$ cat src/rtl/golay_dec_pkg.sv
package golay_dec_pkg;

    localparam int DATA_W = 12;
    localparam int CHK_W  = 12;
    localparam int WORD_W = DATA_W + CHK_W;
    localparam int CYC_W  = CHK_W - 1;

    // generator seed for the cyclic part of the check matrix
    localparam logic [CYC_W-1:0] GEN_SEED = 11'b01000111011;

    typedef struct packed {
        logic              valid;
        logic [DATA_W-1:0] data;
        logic              corr;
        logic              unc;
    } dec_out_t;

    function automatic logic b_bit(input int j, input int k);
        if (j == CYC_W && k == CYC_W) return 1'b0;
        if (j == CYC_W || k == CYC_W) return 1'b1;
        return GEN_SEED[(j + k) % CYC_W];
    endfunction

    // row j of B: which data bits feed check bit j
    function automatic logic [DATA_W-1:0] b_row(input int j);
        logic [DATA_W-1:0] r;
        for (int k = 0; k < DATA_W; k++) r[k] = b_bit(j, k);
        return r;
    endfunction

    // column k of B: syndrome of a lone error on data bit k
    function automatic logic [CHK_W-1:0] b_col(input int k);
        logic [CHK_W-1:0] c;
        for (int j = 0; j < CHK_W; j++) c[j] = b_bit(j, k);
        return c;
    endfunction

    // syndrome rows compared for data bit k: the rows of its
    // neighbouring check bits are left out
    function automatic logic [CHK_W-1:0] data_mask(input int k);
        logic [CHK_W-1:0] m;
        m = '1;
        m[k] = 1'b0;
        if (k + 1 < CHK_W) m[k+1] = 1'b0;
        return m;
    endfunction

    function automatic logic [DATA_W-1:0] word_data(input logic [WORD_W-1:0] w);
        logic [DATA_W-1:0] d;
        for (int k = 0; k < DATA_W; k++) d[k] = w[2*k+1];
        return d;
    endfunction

    function automatic logic [CHK_W-1:0] word_chk(input logic [WORD_W-1:0] w);
        logic [CHK_W-1:0] c;
        for (int j = 0; j < CHK_W; j++) c[j] = w[2*j];
        return c;
    endfunction

endpackage

$ cat src/rtl/golay_syndrome.sv
module golay_syndrome
    import golay_dec_pkg::*;
(
    input  logic [WORD_W-1:0] word_i,
    output logic [DATA_W-1:0] rx_data_o,
    output logic [CHK_W-1:0]  syn_o
);
    logic [CHK_W-1:0] rx_chk;

    assign rx_data_o = word_data(word_i);
    assign rx_chk    = word_chk(word_i);

    for (genvar j = 0; j < CHK_W; j++) begin : g_row
        localparam logic [DATA_W-1:0] ROW = b_row(j);
        assign syn_o[j] = rx_chk[j] ^ (^(rx_data_o & ROW));
    end
endmodule

$ cat src/rtl/golay_match.sv
module golay_match
    import golay_dec_pkg::*;
(
    input  logic [CHK_W-1:0]  syn_i,
    output logic [DATA_W-1:0] hit_data_o,
    output logic [CHK_W-1:0]  hit_chk_o
);
    // one masked comparator per data bit covers single, both pairs
    // and the centred triple
    for (genvar k = 0; k < DATA_W; k++) begin : g_data
        localparam logic [CHK_W-1:0] COL  = b_col(k);
        localparam logic [CHK_W-1:0] MASK = data_mask(k);
        assign hit_data_o[k] = (((syn_i ^ COL) & MASK) == '0);
    end

    // full-width comparator per check bit
    for (genvar j = 0; j < CHK_W; j++) begin : g_chk
        localparam logic [CHK_W-1:0] UNIT = CHK_W'(1) << j;
        assign hit_chk_o[j] = (syn_i == UNIT);
    end
endmodule

$ cat src/rtl/golay_fix.sv
module golay_fix
    import golay_dec_pkg::*;
(
    input  logic [DATA_W-1:0] rx_data_i,
    input  logic [CHK_W-1:0]  syn_i,
    input  logic [DATA_W-1:0] hit_data_i,
    input  logic [CHK_W-1:0]  hit_chk_i,
    output logic [DATA_W-1:0] data_o,
    output logic              corr_o,
    output logic              unc_o
);
    logic any_hit;
    logic syn_nz;

    always_comb begin
        any_hit = (|hit_data_i) | (|hit_chk_i);
        syn_nz  = |syn_i;
        data_o  = rx_data_i ^ hit_data_i;
        corr_o  = any_hit;
        unc_o   = syn_nz & ~any_hit;
    end
endmodule

$ cat src/rtl/golay_adj_dec.sv
module golay_adj_dec
    import golay_dec_pkg::*;
#(
    parameter bit REG_OUT = 1'b1
) (
    input  logic              clk,
    input  logic              rst_n,
    input  logic              in_valid,
    input  logic [WORD_W-1:0] in_word,
    output logic              out_valid,
    output logic [DATA_W-1:0] out_data,
    output logic              out_corrected,
    output logic              out_uncorrectable
);
    logic [DATA_W-1:0] rx_data;
    logic [CHK_W-1:0]  syn;
    logic [DATA_W-1:0] hit_data;
    logic [CHK_W-1:0]  hit_chk;
    logic [DATA_W-1:0] fix_data;
    logic              fix_corr;
    logic              fix_unc;

    dec_out_t res_d;
    dec_out_t res_q;

    golay_syndrome u_syn (
        .word_i    (in_word),
        .rx_data_o (rx_data),
        .syn_o     (syn)
    );

    golay_match u_match (
        .syn_i      (syn),
        .hit_data_o (hit_data),
        .hit_chk_o  (hit_chk)
    );

    golay_fix u_fix (
        .rx_data_i  (rx_data),
        .syn_i      (syn),
        .hit_data_i (hit_data),
        .hit_chk_i  (hit_chk),
        .data_o     (fix_data),
        .corr_o     (fix_corr),
        .unc_o      (fix_unc)
    );

    always_comb begin
        res_d       = '0;
        res_d.valid = in_valid;
        res_d.data  = fix_data;
        res_d.corr  = in_valid & fix_corr;
        res_d.unc   = in_valid & fix_unc;
    end

    if (REG_OUT) begin : g_reg
        always_ff @(posedge clk or negedge rst_n) begin
            if (!rst_n) res_q <= '0;
            else        res_q <= res_d;
        end
    end else begin : g_comb
        assign res_q = res_d;
    end

    assign out_valid         = res_q.valid;
    assign out_data          = res_q.data;
    assign out_corrected     = res_q.corr;
    assign out_uncorrectable = res_q.unc;
endmodule

$ cat config.mk
export PLATFORM = sky130hd
export DESIGN_NAME = golay_adj_dec
export DESIGN_NICKNAME = d
export VERILOG_FILES = /design/src/rtl/golay_dec_pkg.sv /design/src/rtl/golay_syndrome.sv /design/src/rtl/golay_match.sv /design/src/rtl/golay_fix.sv /design/src/rtl/golay_adj_dec.sv
export SDC_FILE = /design/constraint.sdc
export NUM_CORES = 1
export LEC_CHECK = 0
export BUFFER_PORTS_ARGS = -buffer_cell sky130_fd_sc_hd__clkbuf_2
export CORE_MARGIN = 4
export CORE_UTILIZATION = 57
export DETAILED_ROUTE_END_ITERATION = 10
export PLACE_DENSITY = 0.82
export SLEW_MARGIN = 15
export SYNTH_ARGS = -nofsm -noshare
export SYNTH_HDL_FRONTEND = slang
export SYNTH_SLANG_ARGS = --single-unit
$ cat constraint.sdc
create_clock -name clk -period 0.8 [get_ports clk]
set_input_delay 0.04 -clock clk [delete_from_list [all_inputs] [get_ports clk]]
set_output_delay 0.04 -clock clk [all_outputs]
set_load 0.005 [all_outputs]
==> results_dict.tcl, run 1 <==
set metrics [dict create \
    status "did not finish" \
    haltStage "clock tree synthesis" \
    tool.error "[ERROR DPL-0038] Utilization greater than 100%, impossible to legalize" \
    synthTopCellsByArea "dfrtp_1, xnor2_1, xor3_1, xnor2_2, xor2_1" \
    syn_nets 244 \
    postCtsSetupRepairBufs 16 \
    ys_top_cells_by_count "xnor2_1, nand2_1, dfrtp_1" \
    syn-instance-count 217 \
    cts_buffers 3 \
    chipHeight_um 70.1 \
    seq_area_frac_synth 0.171 \
    placed_area_mm2 0.00319 \
    ys_seq_elements 15 \
    htreeDepth 1 \
    rows 22 \
    hpwlAfterDp_mm 6.47 \
    yosysTopAreaCell "dfrtp_1" \
    cts-root-buf "clkbuf_8" \
    clkSinkCount 15 \
    avgSynthCellArea_um2 10.1 \
    dp_slack_ns -1.98 \
    die_w_um 70.1 \
    place.gp.congestion 0.919 \
    cts_buffer_depth 2 \
    synthFlopType "dfrtp_1" \
    yosysUniqueCellTypes 55 \
    cts_hold_buffers 2 \
    boundaryPins 42 \
    syn_area_mm2 0.00220 \
    port-buffer-count 41 \
    synth.most_common_cell "xnor2_1" \
    async_flop_share 1.00 \
    initial_core_util 0.596 \
    synth_warnings 0 \
    synth_edf_count 0 \
    yosys.area.top_type_share 0.171 \
    cts_resized 81 \
]
[kinds of logic after synthesis]
group / Yosys count / share of synthesized area
AND/OR/NAND/NOR: 77 / 0.197
XOR/XNOR: 83 / 0.496
multiplexers: 2 / 0.00967
AO/OA/AOI/OAI: 27 / 0.0893
buffers and inverters: 13 / 0.0375
flip-flops: 15 / 0.171
[metrics by stage]
step	instances	hold slack (ns)	util	TNS [ns]
after floorplan	217	-0.256	-	-14.49
after detailed placement	374	-0.0363	0.864	-21.47
after global placement	374	-0.0516	0.864	-20.11
==> run 2, diff against run 1 <==
--- a/config.mk
+++ b/config.mk
@@ -7,9 +7,9 @@
 export LEC_CHECK = 0
 export BUFFER_PORTS_ARGS = -buffer_cell sky130_fd_sc_hd__clkbuf_2
 export CORE_MARGIN = 4
-export CORE_UTILIZATION = 57
+export CORE_UTILIZATION = 40
 export DETAILED_ROUTE_END_ITERATION = 10
-export PLACE_DENSITY = 0.82
+export PLACE_DENSITY_LB_ADDON = 0.15
 export SLEW_MARGIN = 15
 export SYNTH_ARGS = -nofsm -noshare
 export SYNTH_HDL_FRONTEND = slang
==> run 2 against run 1 <==
  * The flow now finishes, with violations (setup timing)
  * Synthesized area stayed put
  * Synthesized cell count stayed put
==> results_dict.tcl, run 2 <==
set metrics [dict create \
    status "finished with violations" \
    violations "setup timing" \
    worstHoldStart "in_word[19]" \
    vdd_ir_drop_max_mv 1.03 \
    drive_gt1_frac 0.700 \
    port-buffer-count 41 \
    antenna_found_initial 0 \
    layout_common_cells "buf_4, clkbuf_2, buf_6" \
    cts_buffers 3 \
    period_share 2.89 \
    ys_seq_elements 15 \
    setup_violations 14 \
    grt-busiest-layer "met2" \
    clk_pin_slew_ns 0.06 \
    hold_slack_ns 0.0715 \
    seq_area_frac_synth 0.171 \
    min_period_ns 2.31 \
    first_global_vias 2348 \
    syn_nets 244 \
    grt_setup_unrepaired "yes" \
    cp_num_cells 10 \
    cts_buffer_depth 2 \
    largest_reg_flops 12 \
    overflow 0 \
    grt_pass1_wl_mm 12.1 \
    remaining_drc_errors 0 \
    synthFlopType "dfrtp_1" \
    cp_data_required_time_ns 0.94 \
    area_delta_synth_final_pct 97.2 \
    max_cap_viol_count 0 \
    ys_top_cells_by_count "xnor2_1, nand2_1, dfrtp_1" \
    cts_tree "yes" \
    place.gp.congestion 1.04 \
    maxSlewViolCount 0 \
    fmax_mhz 433 \
    critPathArrivalTime_ns 2.45 \
    num_vias 2328 \
    hpwlAfterDp_mm 5.37 \
    stdcell_count 430 \
    hold_depth 3 \
    initial_core_util 0.423 \
    critPathLaunchType "input port" \
    p_leak_nw 1.97 \
    drtAntennaViolNets 0 \
    crit_path_cell_trace "clkbuf_8, xor3_2, xnor2_4, buf_6, xnor3_2, nor4_4, o2111a_1, a41o_1, or4_4, o21a_1" \
    cpPeakStageDelay_ns 0.49 \
    wl_per_cell_um 20.6 \
    drt_first_pass_iters 4 \
    die_w_um 82.2 \
    postLayoutSetupSlackWorst_ns -1.51 \
    synth.most_common_cell "xnor2_1" \
    boundaryPins 42 \
    use_met2 0.441 \
    cts-root-buf "clkbuf_8" \
    coreArea_mm2 0.00520 \
    worstHoldPathType "input port to flop" \
    slowest_stage "or4_4" \
    crit_type "input port to flop" \
    diodes 0 \
    die_area_mm2 0.00675 \
    critPathMaxFanout 5 \
    critPathBufInv 2 \
    nets 388 \
    grt_max_degree 16 \
    yosysUniqueCellTypes 55 \
    n_fill_cell 269 \
    p_per_area_mw_per_mm2 1940 \
    totalWireLength_mm 8.86 \
    avgSynthCellArea_um2 10.1 \
    grt_use_met3 0.0141 \
    synth_warnings 0 \
    clkSinkCount 15 \
    final_common_cell "buf_4" \
    post-route-cell-area_mm2 0.00434 \
    hold_violations 0 \
    syn-instance-count 217 \
    slew_headroom 0.716 \
    synth_edf_count 0 \
    viasPerCell 5.41 \
    yosys.area.top_type_share 0.171 \
    drt_iter0_drc 143 \
    cp-end-kind "flop" \
    crit_family "XOR/XNOR gates" \
    grtUsageMet1 0.290 \
    worst_pin_slew_ns 0.424 \
    chipHeight_um 82.2 \
    post-route-util 0.833 \
    htreeDepth 1 \
    placed_cells 397 \
    rows 26 \
    whs_endpoint "out_data[9]$_DFF_PN0_" \
    gr-usage-all-layers 0.243 \
    yosysTopAreaCell "dfrtp_1" \
    synthTopCellsByArea "dfrtp_1, xnor2_1, xor3_1, xnor2_2, xor2_1" \
    async_flop_share 1.00 \
    placed_area_mm2 0.00322 \
    syn_area_mm2 0.00220 \
]
run 2: cell counts after synthesis:
No cell type changed its count.
run 2: power breakdown:
part	internal, mW	leakage (nW)	switching, mW	total [mW]
sequential	0.805	0.177	0.0107	0.816
clock	0.345	0.0255	0.270	0.615
combinational	3.55	1.77	3.45	7.00
total	4.70	1.97	3.74	8.43
run 2: metal layers:
| metal | share of wire | wire length, µm |
|---|---|---|
| met1 | 0.38 | 3380 |
| met2 | 0.51 | 4540 |
| met3 | 0.041 | 359 |
| met4 | 0.065 | 580 |
| met5 | 0 | 0 |
run 2: cells by family after synthesis:
kind of cell / synth area share
xor+xnor: 0.496
simple gates: 0.197
compound gates: 0.0893
flops: 0.171
buf+inv: 0.0375
mux: 0.00967
run 2: layout make-up:
type,instances,area (µm²),area share
well taps,70,87.6,0.0202
multi-input cells,189,2530,0.583
clock buffers,3,41.3,0.00952
clock inverters,1,5.00,0.00115
repair buffers,151,1300,0.299
flip-flops and latches,15,375,0.0865
inverters,1,3.75,0.000865
run 2: worst max-delay path by stage:
stage                           start                           to  slack [ns]
after floorplan            in_word[1]      out_corrected$_DFF_PN0_       -1.60
after global placement    in_word[19]  out_uncorrectable$_DFF_PN0_       -1.82
after detailed placement   in_word[9]      out_corrected$_DFF_PN0_       -1.85
after CTS                  in_word[5]      out_corrected$_DFF_PN0_       -1.39
after global routing      in_word[17]      out_corrected$_DFF_PN0_       -1.56
final                     in_word[17]      out_corrected$_DFF_PN0_       -1.51
run 2: what timing repair did:
item,4_1_cts,5_1_grt
hold buffers,2,0
gates resized for setup,93,56
endpoints found under the hold margin,16,0
pin swaps,49,34
buffers inserted,24,13
endpoints found under the setup margin,14,16
run 2: metrics by stage:
step	setup TNS (ns)	power, mW	worst slack, ns
CTS	-15.01	7.29	-1.39
detailed placement	-20.39	5.42	-1.85
finish	-16.29	8.43	-1.51
global placement	-20.09	5.39	-1.82
global route	-16.99	8.79	-1.56
floorplan	-14.49	3.66	-1.60
Power figures use the tool's default switching activity.
